===== src/rtl/oc_pkg.sv =====
package oc_pkg;
  typedef enum logic {
    OC_ADD = 1'b0,
    OC_SUB = 1'b1
  } oc_op_e;
endpackage


===== src/rtl/oc_operand_sel.sv =====
module oc_operand_sel
  import oc_pkg::*;
#(
  parameter int unsigned WIDTH = 8
) (
  input  logic [WIDTH-1:0] opnd_i,
  input  oc_op_e           op_i,
  output logic [WIDTH-1:0] opnd_o
);
  // Negation in ones' complement is a plain bitwise inversion.
  always_comb begin
    opnd_o = (op_i == OC_SUB) ? ~opnd_i : opnd_i;
  end
endmodule


===== src/rtl/oc_ripple_add.sv =====
module oc_ripple_add #(
  parameter int unsigned WIDTH = 8
) (
  input  logic [WIDTH-1:0] x_i,
  input  logic [WIDTH-1:0] y_i,
  input  logic             cin_i,
  output logic [WIDTH-1:0] s_o,
  output logic             cout_o
);
  logic [WIDTH:0] chain;

  assign chain[0] = cin_i;

  for (genvar k = 0; k < WIDTH; k++) begin : g_fa
    assign s_o[k]       = x_i[k] ^ y_i[k] ^ chain[k];
    assign chain[k + 1] = (x_i[k] & y_i[k]) | (chain[k] & (x_i[k] ^ y_i[k]));
  end

  assign cout_o = chain[WIDTH];
endmodule


===== src/rtl/oc_negzero_fix.sv =====
module oc_negzero_fix #(
  parameter int unsigned WIDTH          = 8,
  parameter bit          CLEAR_NEG_ZERO = 1'b0
) (
  input  logic [WIDTH-1:0] val_i,
  output logic [WIDTH-1:0] val_o
);
  if (CLEAR_NEG_ZERO) begin : g_clear
    always_comb begin
      val_o = (&val_i) ? '0 : val_i;
    end
  end else begin : g_keep
    assign val_o = val_i;
  end

  always_comb begin
    if (CLEAR_NEG_ZERO) begin
      AST_NEGZERO_CLEARED: assert (!(&val_o));
      AST_OTHERS_UNTOUCHED: assert ((&val_i) || (val_o == val_i));
    end else begin
      AST_NEGZERO_KEPT: assert (val_o == val_i);
    end
  end
endmodule


===== src/rtl/oc_eac_adder.sv =====
module oc_eac_adder
  import oc_pkg::*;
#(
  parameter int unsigned WIDTH          = 8,
  parameter bit          CLEAR_NEG_ZERO = 1'b0
) (
  input  logic [WIDTH-1:0] a_i,
  input  logic [WIDTH-1:0] b_i,
  input  logic             sub_i,
  output logic [WIDTH-1:0] sum_o,
  output logic             carry_raw_o,
  output logic             ovf_o
);
  localparam int unsigned MSB = WIDTH - 1;

  oc_op_e           op;
  logic [WIDTH-1:0] b_eff;
  logic [WIDTH-1:0] raw_sum;
  logic             raw_cout;
  logic [WIDTH-1:0] corr_sum;
  logic             inc_cout;

  assign op = oc_op_e'(sub_i);

  oc_operand_sel #(.WIDTH(WIDTH)) u_sel (
    .opnd_i (b_i),
    .op_i   (op),
    .opnd_o (b_eff)
  );

  // First pass: plain binary addition of the two operands.
  oc_ripple_add #(.WIDTH(WIDTH)) u_first (
    .x_i    (a_i),
    .y_i    (b_eff),
    .cin_i  (1'b0),
    .s_o    (raw_sum),
    .cout_o (raw_cout)
  );

  // Second pass: fold the sign-position carry back into the LSB.
  oc_ripple_add #(.WIDTH(WIDTH)) u_wrap (
    .x_i    (raw_sum),
    .y_i    ('0),
    .cin_i  (raw_cout),
    .s_o    (corr_sum),
    .cout_o (inc_cout)
  );

  oc_negzero_fix #(.WIDTH(WIDTH), .CLEAR_NEG_ZERO(CLEAR_NEG_ZERO)) u_zero (
    .val_i (corr_sum),
    .val_o (sum_o)
  );

  assign carry_raw_o = raw_cout;
  assign ovf_o       = (a_i[MSB] == b_eff[MSB]) && (corr_sum[MSB] != a_i[MSB]);

  logic [WIDTH:0] chk_wide;
  always_comb begin
    chk_wide = {1'b0, a_i} + {1'b0, b_eff};
    AST_WRAP_SUM: assert (corr_sum == WIDTH'(chk_wide[WIDTH-1:0] + WIDTH'(chk_wide[WIDTH])));
    AST_RAW_CARRY: assert (carry_raw_o == chk_wide[WIDTH]);
    AST_OVF_SAME_SIGN: assert (!ovf_o || (a_i[MSB] == b_eff[MSB]));
    AST_NO_SECOND_CARRY: assert (!inc_cout);
  end
endmodule


===== config.mk =====
export PLATFORM = sky130hd
export DESIGN_NAME = oc_eac_adder
export DESIGN_NICKNAME = d
export VERILOG_FILES = /design/src/rtl/oc_pkg.sv /design/src/rtl/oc_operand_sel.sv /design/src/rtl/oc_ripple_add.sv /design/src/rtl/oc_negzero_fix.sv /design/src/rtl/oc_eac_adder.sv
export SDC_FILE = /design/constraint.sdc
export NUM_CORES = 1
export LEC_CHECK = 0
export ABC_AREA = 1
export BUFFER_PORTS_ARGS = -buffer_cell sky130_fd_sc_hd__buf_2
export CAP_MARGIN = 25
export CORE_AREA = 4 4 41 43
export DETAILED_ROUTE_END_ITERATION = 12
export DIE_AREA = 0 0 45 47
export PLACE_DENSITY = 0.69
export SETUP_SLACK_MARGIN = 0.3
export SLEW_MARGIN = 25
export SYNTH_ARGS = -nofsm -noshare
export SYNTH_HDL_FRONTEND = slang
export SYNTH_SLANG_ARGS = --single-unit

===== constraint.sdc =====
create_clock -name vclk -period 13.5
set_clock_uncertainty 0.2 [all_clocks]
set_input_delay 2.7 -clock vclk [all_inputs]
set_output_delay 2.7 -clock vclk [all_outputs]
set_load 0.01 [all_outputs]

==> results.cfg, run 1 <==
[outcome]
outcome = completed

[sta]
worst-slew-pin-transition_ns = 0.2300
fin_crit_sh_pct = 78.83
setup_violation_total_in_the_final_timing_report = 0
setup-tns-final_ns = 0
max_freq_ghz = 0.09397
hold_viol_final = 0
worst_slew_margin_rel_pct = 84.61
unrepaired_setup_endpoints_after_global_routing = no
timing.final.crit_period_ns = 10.64
slew_viol_final = 0

[placed_design]
dp_hpwl_um = 717
port_buffers = 27
place_inst = 82
gpl.final_weighted_congestion = 0.6214

[layout]
post_route_cells_drive_above_1_share_pct = 44.78
multiInputGateArea_um2 = 362.8
ff_latch_area_um2 = 0
layout_clock_buffer_count = 0
flow.area_growth_from_synthesis_pct = 35.63
fillCellCount = 139
antenna_cells = 0
n_sequential_cell = 0
fin_nets = 102
post_layout_nonfiller_instances = 82

[synth]
share_of_the_synthesized_area_in_the_top_cell_type_pct = 35.00
yosysSeqAreaShare_pct = 0
yosys.area.top_type = fa_1
synthTopCellsByArea = fa_1, ha_1, xor2_1
yosys_warnings = 0
commonest_cells_post_synth = ha_1, fa_1, xor2_1, inv_1, nand2_1
synthesis.instances = 41
yosys.cell_types.count = 12
postSynthNetCount = 74
synthesis.area_um2 = 400.4
synth_area_per_cell_um2 = 9.765
post-synth-top-count-cell = ha_1

[setup_path]
critPathCaptureType = primary output
critical_path.startpoint = sub_i
most_repeated_library_cell_on_the_critical_path = ha_1
worstPathArrival_ns = 7.74
path_max_fanout = 8
critPathRequiredTime_ns = 10.60
criticalPathCategory = primary input to primary output
cp-start-kind = primary input
max_stage_delay_ns = 0.42
worst_path_max_delay_cell = fa_1

[grt]
grt_overflow_total = 0
globalRouteTotalUtil_pct = 7.784
grt_pass1_wl_mm = 1.297
grt_max_degree = 9
number_of_antenna_violations_at_the_first_check_in_global_routing = 0
grt_pass1_vias = 351

[power_and_ir_drop]
power-per-cell-area_nw_per_um2 = 69.21
ir_drop_mv = 0.03641
power.static_leakage_nw = 0.3212

[cts]
post-cts-setup-buffers = 0
cts_hold_repair.buffers = 0
cts.repair.resized = 0

[floorplanning]
core_um2 = 1301
initial_core_util_pct = 30.77
io-pin-count = 27
die_area_um2 = 2115
die_h_um = 47
num_rows = 13
die_width_um = 45

[routing]
post_drt_wl_per_cell_um = 8.829
num_vias = 340
post_drt_via_cell_ratio = 4.146
firstDrtPassIters = 2
drc = 0
final_antenna_violating_net_count = 0
finalWirelength_um = 724
iteration_0_drc_markers = 1

[run]
number_of_max_cap_violations = 0

[min_path]
worstHoldPathType = primary input to primary output
worst_hold_startpoint = a_i[7]
[cell usage in the layout (no fill, tap or decap), drive strengths merged]
cell type and instances:
buf 27, ha 9, xor2 7, fa 7, inv 7, nand2 6
nor2 2, nand3 1, xnor2 1
[where the power goes]
group / internal, W / switching, W / leakage [nW] / total [W]
clock network: 0 / 0 / 0 / 0
registers: 0 / 0 / 0 / 0
logic: 0.0000170 / 0.0000206 / 0.321 / 0.0000376
total: 0.0000170 / 0.0000206 / 0.321 / 0.0000376
[layout make-up]
type                       instances  area share [%]
multi-input combinational         33           66.82
inverter                           7           4.839
timing repair buffer              27           24.88
tap                               15           3.456
[path summary, 6_finish.rpt]
path  endpoint  slack (ns)  depth (start not counted)
max      ovf_o        2.86                         25
min      ovf_o        5.60                          4
[per-layer routing]
metal  global-route usage [%]  vias to the layer above  part of all wire [%]
met5                        0                        -                     0
met4                        0                        0                     0
met3                   0.7663                        0                    13
met2                    15.25                       21                    47
met1                    9.700                      143                    40
li1                         -                      176                     -
[through the flow]
step                hold WS, ns  util, %  worst slack (ns)  cell area (µm²)   power (W)
finish                    5.601    41.73             2.858            543.0  0.00003758
global route              5.628    41.73             2.538            543.0  0.00004424
CTS                       5.604    41.73             2.820            543.0  0.00003875
detailed placement        5.602    41.73             2.828            543.0  0.00003844
global placement          5.595    41.73             2.900            543.0  0.00003781
floorplan                 5.341        -             3.099            400.4  0.00002577
[logic make-up (layout without fill, tap and decap cells)]
family / after synthesis / count (layout) / synth area share [%]
xor+xnor: 8 / 8 / 17.50
fa+ha+maj: 16 / 16 / 63.12
buf+inv: 8 / 34 / 9.374
simple gates: 9 / 9 / 10.00
[critical path, delay by kind of cell]
family / cells / cell delay [ns]
XOR/XNOR: 1 / 0.18
adder cells (fa/ha/maj): 15 / 4.09
buffers and inverters: 5 / 0.51
AND/OR/NAND/NOR: 4 / 0.25
(Power assumes the default switching activity.)
==> inputs of run 2 (changes only) <==
ABC_AREA = 0   (was 1)
PLACE_DENSITY = 0.7   (was 0.69)
clock period = 8.76 ns   (was 13.5 ns; I/O delays follow)
==> run 2 against run 1 <==
Against the previous run:
- hold slack worse by 1.8 ns
- worst setup slack worse by 2.5 ns
- sequential cell count unchanged
- via count is 6.2% lower
- non-clock buffer count increased by 2
- routed wire length grew 16%
- first-iteration DRC count down 100%
- power rose by 110%
- critical path depth down 3
- count of clock-buffer cells in the layout unchanged
- combinational power grew 110%
- highest routed layer unchanged
==> results.cfg, run 2 <==
[routing]
detail_route.wirelength.met1_um = 288
post_drt_via_cell_ratio = 4.197
post_drt_wl_per_cell_um = 11.03
iteration_0_drc_markers = 0
finalWirelength_um = 838
met2WireLength_um = 478
num_vias = 319
firstDrtPassIters = 1
drc = 0
highest_layer = met3
sum_of_met3_wire_segment_lengths_after_detailed_routing_um = 71
final_antenna_violating_net_count = 0

[sta]
final_layout_worst_hold_slack_ns = 3.753
setup-tns-final_ns = 0
unrepaired_setup_endpoints_after_global_routing = yes
timing.final.crit_period_ns = 8.399
fin_crit_sh_pct = 95.88
worst-slew-pin-transition_ns = 0.2558
max_freq_ghz = 0.1191
setup_violation_total_in_the_final_timing_report = 0
hold_viol_final = 0
slew_viol_final = 0
worst_slew_margin_rel_pct = 82.89

[synth]
synth_area_per_cell_um2 = 11.64
post-synth-top-count-cell = ha_1
yosysSeqAreaShare_pct = 0
share_of_the_synthesized_area_in_the_top_cell_type_pct = 36.48
yosys.cell_types.count = 10
commonest_cells_post_synth = ha_1, fa_1, xor2_1, inv_1
postSynthNetCount = 66
synthesis.area_um2 = 384.1
yosys.area.top_type = fa_1
yosys_warnings = 0
synthesis.instances = 33
synthTopCellsByArea = fa_1, ha_1, xor2_1

[outcome]
outcome = completed

[setup_path]
worstPathArrival_ns = 6.45
critPathCaptureType = primary output
path_max_fanout = 2
criticalPathCategory = primary input to primary output
critPathRequiredTime_ns = 6.81
setup.worst_path.end = ovf_o
cp-start-kind = primary input
critical_path.startpoint = sub_i

[floorplanning]
die_h_um = 47
die_area_um2 = 2115
initial_core_util_pct = 29.52
core_um2 = 1301
die_width_um = 45
num_rows = 13
io-pin-count = 27

[placed_design]
dp_hpwl_um = 825.2
gpl.final_weighted_congestion = 0.6266
port_buffers = 27

[cts]
cts_hold_repair.buffers = 0

[grt]
number_of_antenna_violations_at_the_first_check_in_global_routing = 0
globalRouteTotalUtil_pct = 8.108
grt_max_degree = 8
grt_overflow_total = 0
grt_pass1_vias = 340
grt_pass1_wl_mm = 1.311

[power_and_ir_drop]
ir_drop_mv = 0.04820
power.static_leakage_nw = 0.3069
power-per-cell-area_nw_per_um2 = 117.7

[layout]
fin_nets = 96
mostFrequentLayoutCell = buf_2
fillCellCount = 134
antenna_cells = 0
highest_count_cells_in_the_layout_ignoring_fill_and_taps = buf_2, xor2_1, fa_2, ha_4
ff_latch_area_um2 = 0
post_route_cells_drive_above_1_share_pct = 78.69
layout_clock_buffer_count = 0
flow.area_growth_from_synthesis_pct = 76.22
n_sequential_cell = 0

[min_path]
worstHoldPathType = primary input to primary output

[run]
number_of_max_cap_violations = 0
run 2: what timing repair did:
action / CTS / global route
resized for setup: 1 / 1
setup buffers: 0 / 1
pin swaps: 4 / 10
setup endpoints to repair: 1 / 1
endpoints found under the hold margin: 0 / 0
run 2: report_power, final:
part           internal [W]  switching [W]
sequential                0              0
combinational     0.0000411      0.0000386
clock                     0              0
run 2: cell type report:
type / instances / area, µm² / area share (%)
multi-input cells: 28 / 483.0 / 71.35
inverters: 4 / 15.01 / 2.218
repair buffers: 29 / 160.2 / 23.66
well taps: 15 / 18.77 / 2.773
run 2: worst min path at each step:
stage,startpoint,cells after the start,endpoint
global route,a_i[7],4,ovf_o
CTS,a_i[7],4,ovf_o
floorplan,a_i[7],2,ovf_o
finish,a_i[7],4,ovf_o
detailed placement,a_i[7],4,ovf_o
global placement,a_i[7],4,ovf_o
run 2: logic make-up after synthesis:
family | synth area share [%]
multiplexers | 3.908
XOR/XNOR | 22.48
buffers and inverters | 5.209
AND/OR/NAND/NOR | 2.606
adder cells (fa/ha/maj) | 65.80
run 2: routing by layer:
metal,vias to the layer above,global-route usage [%]
li1,159,-
met1,146,9.028
met2,14,16.95
met3,0,1.149
met4,0,0
met5,-,0
run 2: per-stage QoR:
stage	cell area (µm²)	setup slack (ns)	std cells	total power, W	utilization (%)
2_1_floorplan	518.0	0.2903	33	0.00006305	-
3_3_place_gp	659.4	0.1548	75	0.00007746	50.67
3_5_place_dp	659.4	0.1039	75	0.00007944	50.67
4_1_cts	663.1	0.3267	75	0.00007914	50.96
5_1_grt	676.9	0.2315	76	0.00009055	52.02
6_report	676.9	0.3609	76	0.00007970	52.02
run 2: worst max-delay path: stages:
cell	delay [ns]
buf_2	0.12
xor2_1	0.15
ha_2	0.18
fa_2	0.36
fa_2	0.35
fa_2	0.41
fa_2	0.40
fa_2	0.35
inv_2	0.06
fa_2	0.19
inv_2	0.04
fa_2	0.41
ha_4	0.18
ha_4	0.15
ha_4	0.15
ha_4	0.16
ha_4	0.15
ha_4	0.15
ha_4	0.16
xor2_4	0.13
mux2_4	0.31
buf_6	0.12
